[src/rtl/lbsplit_pkg.sv]
package lbsplit_pkg;
    typedef enum logic [1:0] {
        ST_IDLE   = 2'd0,
        ST_ACCESS = 2'd1,
        ST_GAP    = 2'd2
    } lbs_state_e;
endpackage

[src/rtl/lbsplit_prescale.sv]
module lbsplit_prescale #(
    parameter int PS_W = 4,
    localparam int PRE_W = (1 << PS_W) - 1
) (
    input  logic            clk,
    input  logic            rst_n,
    input  logic            clr,
    input  logic            en,
    input  logic [PS_W-1:0] exp_sel,
    output logic            tick
);
    logic [PRE_W-1:0] pre_d, pre_q, mask;

    always_comb begin
        mask  = (PRE_W'(1) << exp_sel) - PRE_W'(1);
        tick  = en && ((pre_q & mask) == mask);
        pre_d = pre_q;
        if (clr)       pre_d = '0;
        else if (tick) pre_d = '0;
        else if (en)   pre_d = pre_q + PRE_W'(1);
    end

    always_ff @(posedge clk or negedge rst_n) begin
        if (!rst_n) pre_q <= '0;
        else        pre_q <= pre_d;
    end
endmodule

[src/rtl/lbsplit_monitor.sv]
module lbsplit_monitor #(
    parameter int LIM_W = 8,
    localparam int CNT_W = LIM_W + 4
) (
    input  logic             clk,
    input  logic             rst_n,
    input  logic             clr,
    input  logic             tick,
    input  logic [LIM_W-1:0] limit_field,
    output logic             expired
);
    logic [CNT_W-1:0] cnt_d, cnt_q, limit;

    always_comb begin
        limit   = {1'b0, (limit_field == '0), limit_field, 3'b000};
        expired = (cnt_q == limit);
        cnt_d   = cnt_q;
        if (clr)                   cnt_d = '0;
        else if (tick && !expired) cnt_d = cnt_q + CNT_W'(1);
    end

    always_ff @(posedge clk or negedge rst_n) begin
        if (!rst_n) cnt_q <= '0;
        else        cnt_q <= cnt_d;
    end
endmodule

[src/rtl/lbus_burst_split.sv]
module lbus_burst_split
    import lbsplit_pkg::*;
#(
    parameter int BEAT_W = 3,
    parameter int LIM_W  = 8,
    parameter int PS_W   = 4
) (
    input  logic              clk,
    input  logic              rst_n,
    input  logic              cfg_split,
    input  logic [LIM_W-1:0]  cfg_limit,
    input  logic [PS_W-1:0]   cfg_prescale,
    input  logic              req_valid,
    input  logic [BEAT_W-1:0] req_last,
    output logic              m_ack,
    output logic              m_err,
    output logic              ext_cs,
    output logic              ext_oe,
    input  logic              ext_ta
);
    typedef struct packed {
        lbs_state_e        state;
        logic [BEAT_W-1:0] left;
        logic              split;
        logic              cs;
        logic              ack;
        logic              err;
    } ctl_t;

    ctl_t ctl_d, ctl_q;
    logic accept, busy, tick, expired;

    assign accept = (ctl_q.state == ST_IDLE) && req_valid;
    assign busy   = (ctl_q.state != ST_IDLE);

    lbsplit_prescale #(.PS_W(PS_W)) u_pre (
        .clk(clk), .rst_n(rst_n), .clr(accept), .en(busy),
        .exp_sel(cfg_prescale), .tick(tick)
    );

    lbsplit_monitor #(.LIM_W(LIM_W)) u_mon (
        .clk(clk), .rst_n(rst_n), .clr(accept), .tick(tick),
        .limit_field(cfg_limit), .expired(expired)
    );

    always_comb begin
        ctl_d     = ctl_q;
        ctl_d.ack = 1'b0;
        ctl_d.err = 1'b0;
        unique case (ctl_q.state)
            ST_IDLE: begin
                if (req_valid) begin
                    ctl_d.state = ST_ACCESS;
                    ctl_d.left  = req_last;
                    ctl_d.split = cfg_split;
                    ctl_d.cs    = 1'b1;
                end
            end
            ST_ACCESS: begin
                if (expired) begin
                    ctl_d.state = ST_IDLE;
                    ctl_d.cs    = 1'b0;
                    ctl_d.err   = 1'b1;
                end else if (ext_ta) begin
                    ctl_d.ack = 1'b1;
                    ctl_d.cs  = 1'b0;
                    if (!ctl_q.split || ctl_q.left == '0) begin
                        ctl_d.state = ST_IDLE;
                    end else begin
                        ctl_d.state = ST_GAP;
                        ctl_d.left  = ctl_q.left - BEAT_W'(1);
                    end
                end
            end
            ST_GAP: begin
                if (expired) begin
                    ctl_d.state = ST_IDLE;
                    ctl_d.err   = 1'b1;
                end else begin
                    ctl_d.state = ST_ACCESS;
                    ctl_d.cs    = 1'b1;
                end
            end
            default: begin
                ctl_d.state = ST_IDLE;
                ctl_d.cs    = 1'b0;
            end
        endcase
    end

    always_ff @(posedge clk or negedge rst_n) begin
        if (!rst_n) begin
            ctl_q <= '{state: ST_IDLE, left: '0, split: 1'b0,
                       cs: 1'b0, ack: 1'b0, err: 1'b0};
        end else begin
            ctl_q <= ctl_d;
        end
    end

    assign m_ack  = ctl_q.ack;
    assign m_err  = ctl_q.err;
    assign ext_cs = ctl_q.cs;
    assign ext_oe = ctl_q.cs;
endmodule

[config.mk]
export PLATFORM = sky130hd
export DESIGN_NAME = lbus_burst_split
export DESIGN_NICKNAME = d
export VERILOG_FILES = /design/src/rtl/lbsplit_pkg.sv /design/src/rtl/lbsplit_prescale.sv /design/src/rtl/lbsplit_monitor.sv /design/src/rtl/lbus_burst_split.sv
export SDC_FILE = /design/constraint.sdc
export NUM_CORES = 1
export LEC_CHECK = 0
export ABC_AREA = 1
export BUFFER_PORTS_ARGS = -buffer_cell sky130_fd_sc_hd__buf_2
export CORE_UTILIZATION = 35
export DETAILED_ROUTE_END_ITERATION = 16
export GPL_ROUTABILITY_DRIVEN = 0
export GPL_TIMING_DRIVEN = 1
export HOLD_SLACK_MARGIN = 0.12
export PLACE_DENSITY_LB_ADDON = 0.15
export SLEW_MARGIN = 30
export SYNTH_ARGS = -nofsm -noshare
export SYNTH_HDL_FRONTEND = slang
export SYNTH_SLANG_ARGS = --single-unit
[constraint.sdc]
create_clock -name clk -period 1.8 [get_ports clk]
set_input_delay 0.18 -clock clk [delete_from_list [all_inputs] [get_ports clk]]
set_output_delay 0.18 -clock clk [all_outputs]
set_load 0.02 [all_outputs]
== Word-level counts from Yosys, hierarchy flattened ==
Cells that the tools add are included.
Widths: inputs -> output; s select.

* Add/subtract/negate cells: 4
* Equality and inequality tests: 10
* Shifts and indexed selects: 1
* Muxes and demuxes: 22
* Bitwise operators: 1
* Reductions and logical operators: 18

{| class="wikitable"
|+ Operators with widths
! kind !! number
|-
| $mux 15 || 3
|-
| $mux 12 || 2
|-
| $add 15x1->15 const B || 1
|-
| $and 15x15->15 || 1
|-
| $eq 15x15->1 || 1
|-
| $shl 1x4->15 const A || 1
|-
| $sub 15x2->15 const B || 1
|-
| $add 12x1->12 const B || 1
|-
| $eq 12x12->1 || 1
|-
| $ne 2x2->1 const B || 5
|-
| $logic_not 8->1 || 1
|-
| $mux 1 || 7
|-
| $mux 7 || 1
|-
| $mux 2 || 3
|-
| $mux 3 || 2
|-
| $pmux 2 s3 || 1
|-
| $pmux 3 s2 || 1
|-
| $reduce_bool 2->1 || 3
|-
| $mux 5 || 1
|-
| $reduce_and 5->1 || 1
|-
| $reduce_and 2->1 || 2
|-
| $logic_and 1x1->1 || 3
|-
| $logic_not 3->1 || 1
|-
| $ne 3x3->1 const B || 1
|-
| 10 further kinds || 11
|}

* Flip-flop bits (word level): 36
* Bits of input ports: 20
* Output and inout port bits: 4

== Depth between registers and ports, before layout ==
* Word-level depth: 8
* Mapped depth: 16

== By module ==
A second synthesis with hierarchy kept.

* Cells, all modules: 413
* Area total of the unflattened synthesis: 2839.0 sq um

{| class="wikitable"
|+ Modules (own cells, without submodules)
! module !! instances !! cells each !! area an instance (sq um)
|-
| lbsplit_prescale || 1 || 169 || 1172.4
|-
| lbsplit_monitor || 1 || 163 || 1038.5
|-
| lbus_burst_split || 1 || 81 || 628.1
|}

== Least setup slack after synthesis ==
Ideal clock, no wire load.

* Path kind: input to register
* Start: in cfg_prescale[2]
* End: reg u_mon.cnt_q[11]
* Data arrival time: 1.774 ns
* Required time: 1.683 ns
* Path slack: -0.091 ns
* Stages: 16
* Path through: buf_4 -> nor2_4 -> nand2_1 -> ha_1 -> nor2_1 -> nor2_1 -> nand2_1 -> nor2_1 -> nand2_1 -> nor2_4 -> nand3_1 -> nor2_2 -> nand3_2 -> buf_6 -> nand3_2 -> nand2_1

* Longest elaborated chain between the ends: 7

{| class="wikitable"
|+ Ends and longest elaborated chain
! what !! line !! RTL
|-
| start: declaration || lbus_burst_split.sv:12 || <nowiki>input logic [PS_W-1:0] cfg_prescale,</nowiki>
|-
| $shl 1x4->15 (*) || lbsplit_prescale.sv:15 || <nowiki>mask = (PRE_W'(1) << exp_sel) - PRE_W'(1);</nowiki>
|-
| $sub 15x2->15 (*) || lbsplit_prescale.sv:15 ||
|-
| $and 15x15->15 || lbsplit_prescale.sv:16 || <nowiki>tick = en && ((pre_q & mask) == mask);</nowiki>
|-
| $eq 15x15->1 (*) || lbsplit_prescale.sv:16 ||
|-
| $logic_and 1x1->1 (*) || lbsplit_prescale.sv:16 ||
|-
| $logic_and 1x1->1 (*) || lbsplit_monitor.sv:19 || <nowiki>else if (tick && !expired) cnt_d = cnt_q + CNT_W'(1);</nowiki>
|-
| $reduce_bool 2->1 (no source line) (*) || - ||
|-
| end signal: assignment || lbsplit_monitor.sv:24 || <nowiki>else cnt_q <= cnt_d;</nowiki>
|-
| end: declaration || lbsplit_monitor.sv:12 || <nowiki>logic [CNT_W-1:0] cnt_d, cnt_q, limit;</nowiki>
|}

Mark *: on every way between the ends. The rest lies on a longest branch, timed or not.
A chain may end at the register's enable or synchronous reset.

== Worst setup path in the final report ==
* Start: reg u_mon.cnt_q[0]
* End: reg u_mon.cnt_q[11]

* Longest elaborated chain between the ends: 4
* Elaborated cells on any way between the ends: 7
* Those cells by class: add/sub: 1; eq/ne: 1; mux: 2; reduce/logical: 3

{| class="wikitable"
|+ Ends and longest elaborated chain
! what
|-
| branches (longest 4 deep; another with $add 12x1->12)
|}

Several ways; the timed one is not identified. The select of a mux whose other input is x is not followed.

==> metrics <==
clock-pin slew on the worst setup and hold paths ~0.08 ns; Final Hold Fails 0; Syn Area/Cell slightly above 7 sq um; final setup fails 0; synth warn 0; DRT antenna net count 0; P_leak 1.74 nW; CTS Buffer Depth 2; main flop type after synthesis dfrtp_1; Crit Path Class flip-flop to flip-flop; die area approximately 8300 sq um; DRC 0; RSZ-0062 raised after global routing true; Slew Limit Fails 0; Hold WC Path Type input pin to flip-flop; synthesized cell area between 2000 and 3000 sq um; largest net degree at the start of global routing 37; Initial Util 36.1%; CP peak stage delay slightly below 0.4 ns; # Max-Cap Violations 0; Post-Syn Nets 425; crit end category flip-flop; Tmin final ~1.8 ns; Synth area leaders dfrtp_1, nand2_1, inv_1, nand3_1, nor2_1; Distinct cells, synth 31; r2r worst-path depth 14; Final Routed Wirelength 6810 microns; io pins 24; final net count about 490; root buffer cell clkbuf_8; Synth Register Bits 36; Power Dens Cells roughly 770 nW/um^2; Synth area leader dfrtp_1; CP Data Required Time slightly above 2 ns; die width just over 90 microns; Worst Hold End m_ack$_DFF_PN0_; Hold Path Depth 3; Clock Skews between 0.01 and 0.015 ns; Tcrit/Tclk final 97.2%; Synth top area share ~32%; vias in the first global route approximately 2500; fin area 3590 sq um; first-pass GRT wire length about 12000 microns; Max VDD drop 0.358 mV; register area share after synthesis around a third; CTS tree done; Crit path buffers/inverters 3; total core area about 7700 sq um; cts bufs inserted 5; Clock Latency Late Sink about 0.3 ns; HPWL Detailed roughly 5000 microns; initial drt markers 110; Hold Startpoint ext_ta; 1st-pass router iterations 4; setup ws final roughly 0.05 ns; Post-synth ARST share 100%; pre-CTS setup slack -0.171 ns; outcome finished, final reports clean; initial antenna violation count 0; slowest CP cell dfrtp_1; chip height slightly above 90 microns; GRT overflow 0; Placed Area ~3300 sq um; WL/cell 12.1 microns; highest clock rate around 570 MHz; crit-path cells inv_2 > ha_4 > nand2_4 > nor2_2 > nand2_1 > nor2_1 > nand3_1 > nor2_1 > buf_4 > nor2_4 > nand3_4 > clkbuf_16 > nand3_2 > nand2_1; Slew HR about two thirds; flop2flop setup slack approximately 0.050 ns; # diodes 0; Critical R2R Launch u_mon.cnt_q[0]$_DFFE_PN0P_; via count 2701; CTS H-tree lvls 2; CTS sink count 36; Total GRT Usage between 10% and 20%; CP max FO 6; number of synthesized flops with an enable pin 0; critical path arrival ~2.0 ns; ratio of cells with drive above 1 in the final layout between 30% and 40%; Synth-to-Final Area Change 28.5%; Rows 32; R2R Path End u_mon.cnt_q[11]$_DFFE_PN0P_; cell count after synthesis between 300 and 400; vias per cell about 4.8; Worst Max-Slew Pin Slew approximately 0.5 ns; startpoint types flip-flop; Top delay family on crit path simple AND/OR/NAND/NOR gates; # port buffers 23
==> area by class of cell <==
type	instances	area, sq um
Clock buffer	5	68.8
Sequential cell	36	903
Inverter	54	203
Multi-Input combinational cell	294	1730
Tap cell	102	128
Clock inverter	3	18.8
Fill cell	811	4140
Timing Repair Buffer	71	531
==> metal layers <==
layer	up-vias	global-route usage [%]	part of all wire [%]
met5	-	0	0
met4	0	4.50	0.94
met3	6	3.18	2.7
met2	33	28.7	47
met1	1245	23.7	49
li1	1417	-	-
==> cells in the final DEF (no fill, tap or decap), drive strengths merged <==
master and count:
xnor2 6, clkbuf 6, or2 1, nor3 8, nor3b 1, mux2 1
xor2 15, o21ai 29, nand4 19, nand3 46, clkinv 3, dfrtp 36
nand2 103, a21oi 6, ha 10, o21bai 1, nor4 1, buf 68
dlygate4sd3 2, inv 54, o22ai 3, nor2 44
==> cells in the mapped netlist (6+ instances only) <==
library cell,n
a21oi_1,6
o21ai_0,20
nand2_1,99
nand4_1,17
xnor2_1,6
nand3_2,13
inv_1,49
dfrtp_1,36
nor3_1,8
nor2_1,35
o21ai_1,8
ha_1,10
nand3_1,33
xor2_1,15
==> report_power, final <==
part	internal, mW	leakage (nW)	switching, mW	total (mW)
clock	0.270	0.0479	0.327	0.597
combinational	0.429	1.20	0.741	1.17
sequential	0.907	0.488	0.0791	0.986
total	1.61	1.74	1.15	2.75
==> how the worst max path moves through the flow <==
stage,start,end,slack (ns),cells after the start
finish,u_mon.cnt_q[0]$_DFFE_PN0P_,u_mon.cnt_q[11]$_DFFE_PN0P_,0.05,14
global route,u_mon.cnt_q[1]$_DFFE_PN0P_,u_mon.cnt_q[1]$_DFFE_PN0P_,-0.13,14
CTS,u_mon.cnt_q[0]$_DFFE_PN0P_,u_mon.cnt_q[1]$_DFFE_PN0P_,0.007,14
detailed placement,cfg_prescale[1],u_mon.cnt_q[1]$_DFFE_PN0P_,-0.17,16
global placement,cfg_prescale[0],u_mon.cnt_q[1]$_DFFE_PN0P_,-0.16,16
floorplan,cfg_prescale[2],u_mon.cnt_q[11]$_DFFE_PN0P_,-0.04,16
==> worst reg2reg max path, stage by stage (launching register included) <==
cell,delay (ns)
dfrtp_1,0.39
inv_2,0.08
ha_4,0.14
nand2_4,0.05
nor2_2,0.07
nand2_1,0.06
nor2_1,0.11
nand3_1,0.10
nor2_1,0.11
buf_4,0.16
nor2_4,0.05
nand3_4,0.09
clkbuf_16,0.16
nand3_2,0.05
nand2_1,0.07
==> cells by family (layout without fill, tap and decap cells) <==
logic type	count (synthesis)	in the layout	synth area share, %
mux	1	1	0.403
simple gates	223	223	39.1
flops	36	36	32.3
xor+xnor	21	21	6.59
buf+inv	65	133	9.82
compound gates	39	39	7.35
fa+ha+maj	10	10	4.48
==> what timing repair did <==
item | in CTS | in global routing
endpoints found under the hold margin | 37 | 0
buffers inserted | 0 | 5
pin swaps | 2 | 15
hold buffers | 2 | 0
gates cloned | 0 | 1
gates resized for setup | 1 | 36
endpoints found under the setup margin | 5 | 21
==> sequential cells by signal, indices dropped and copies added, names as in the netlist <==
signal / count
ctl_q: 6
m_ack: 1
u_mon.cnt_q: 12
ext_cs: 1
m_err: 1
u_pre.pre_q: 15
==> stage by stage <==
stage	setup TNS, ns	util [%]	instances	hold slack [ns]	power (mW)
detailed placement	-2.78	42.6	549	0.271	2.04
global placement	-2.70	42.6	549	0.267	2.04
floorplan	-0.410	-	395	-0.116	1.68
CTS	0	44.1	559	0.136	2.66
global route	-1.89	46.4	565	0.196	2.98
finish	0	46.4	565	0.189	2.75
Power figures use the tool's default switching activity.
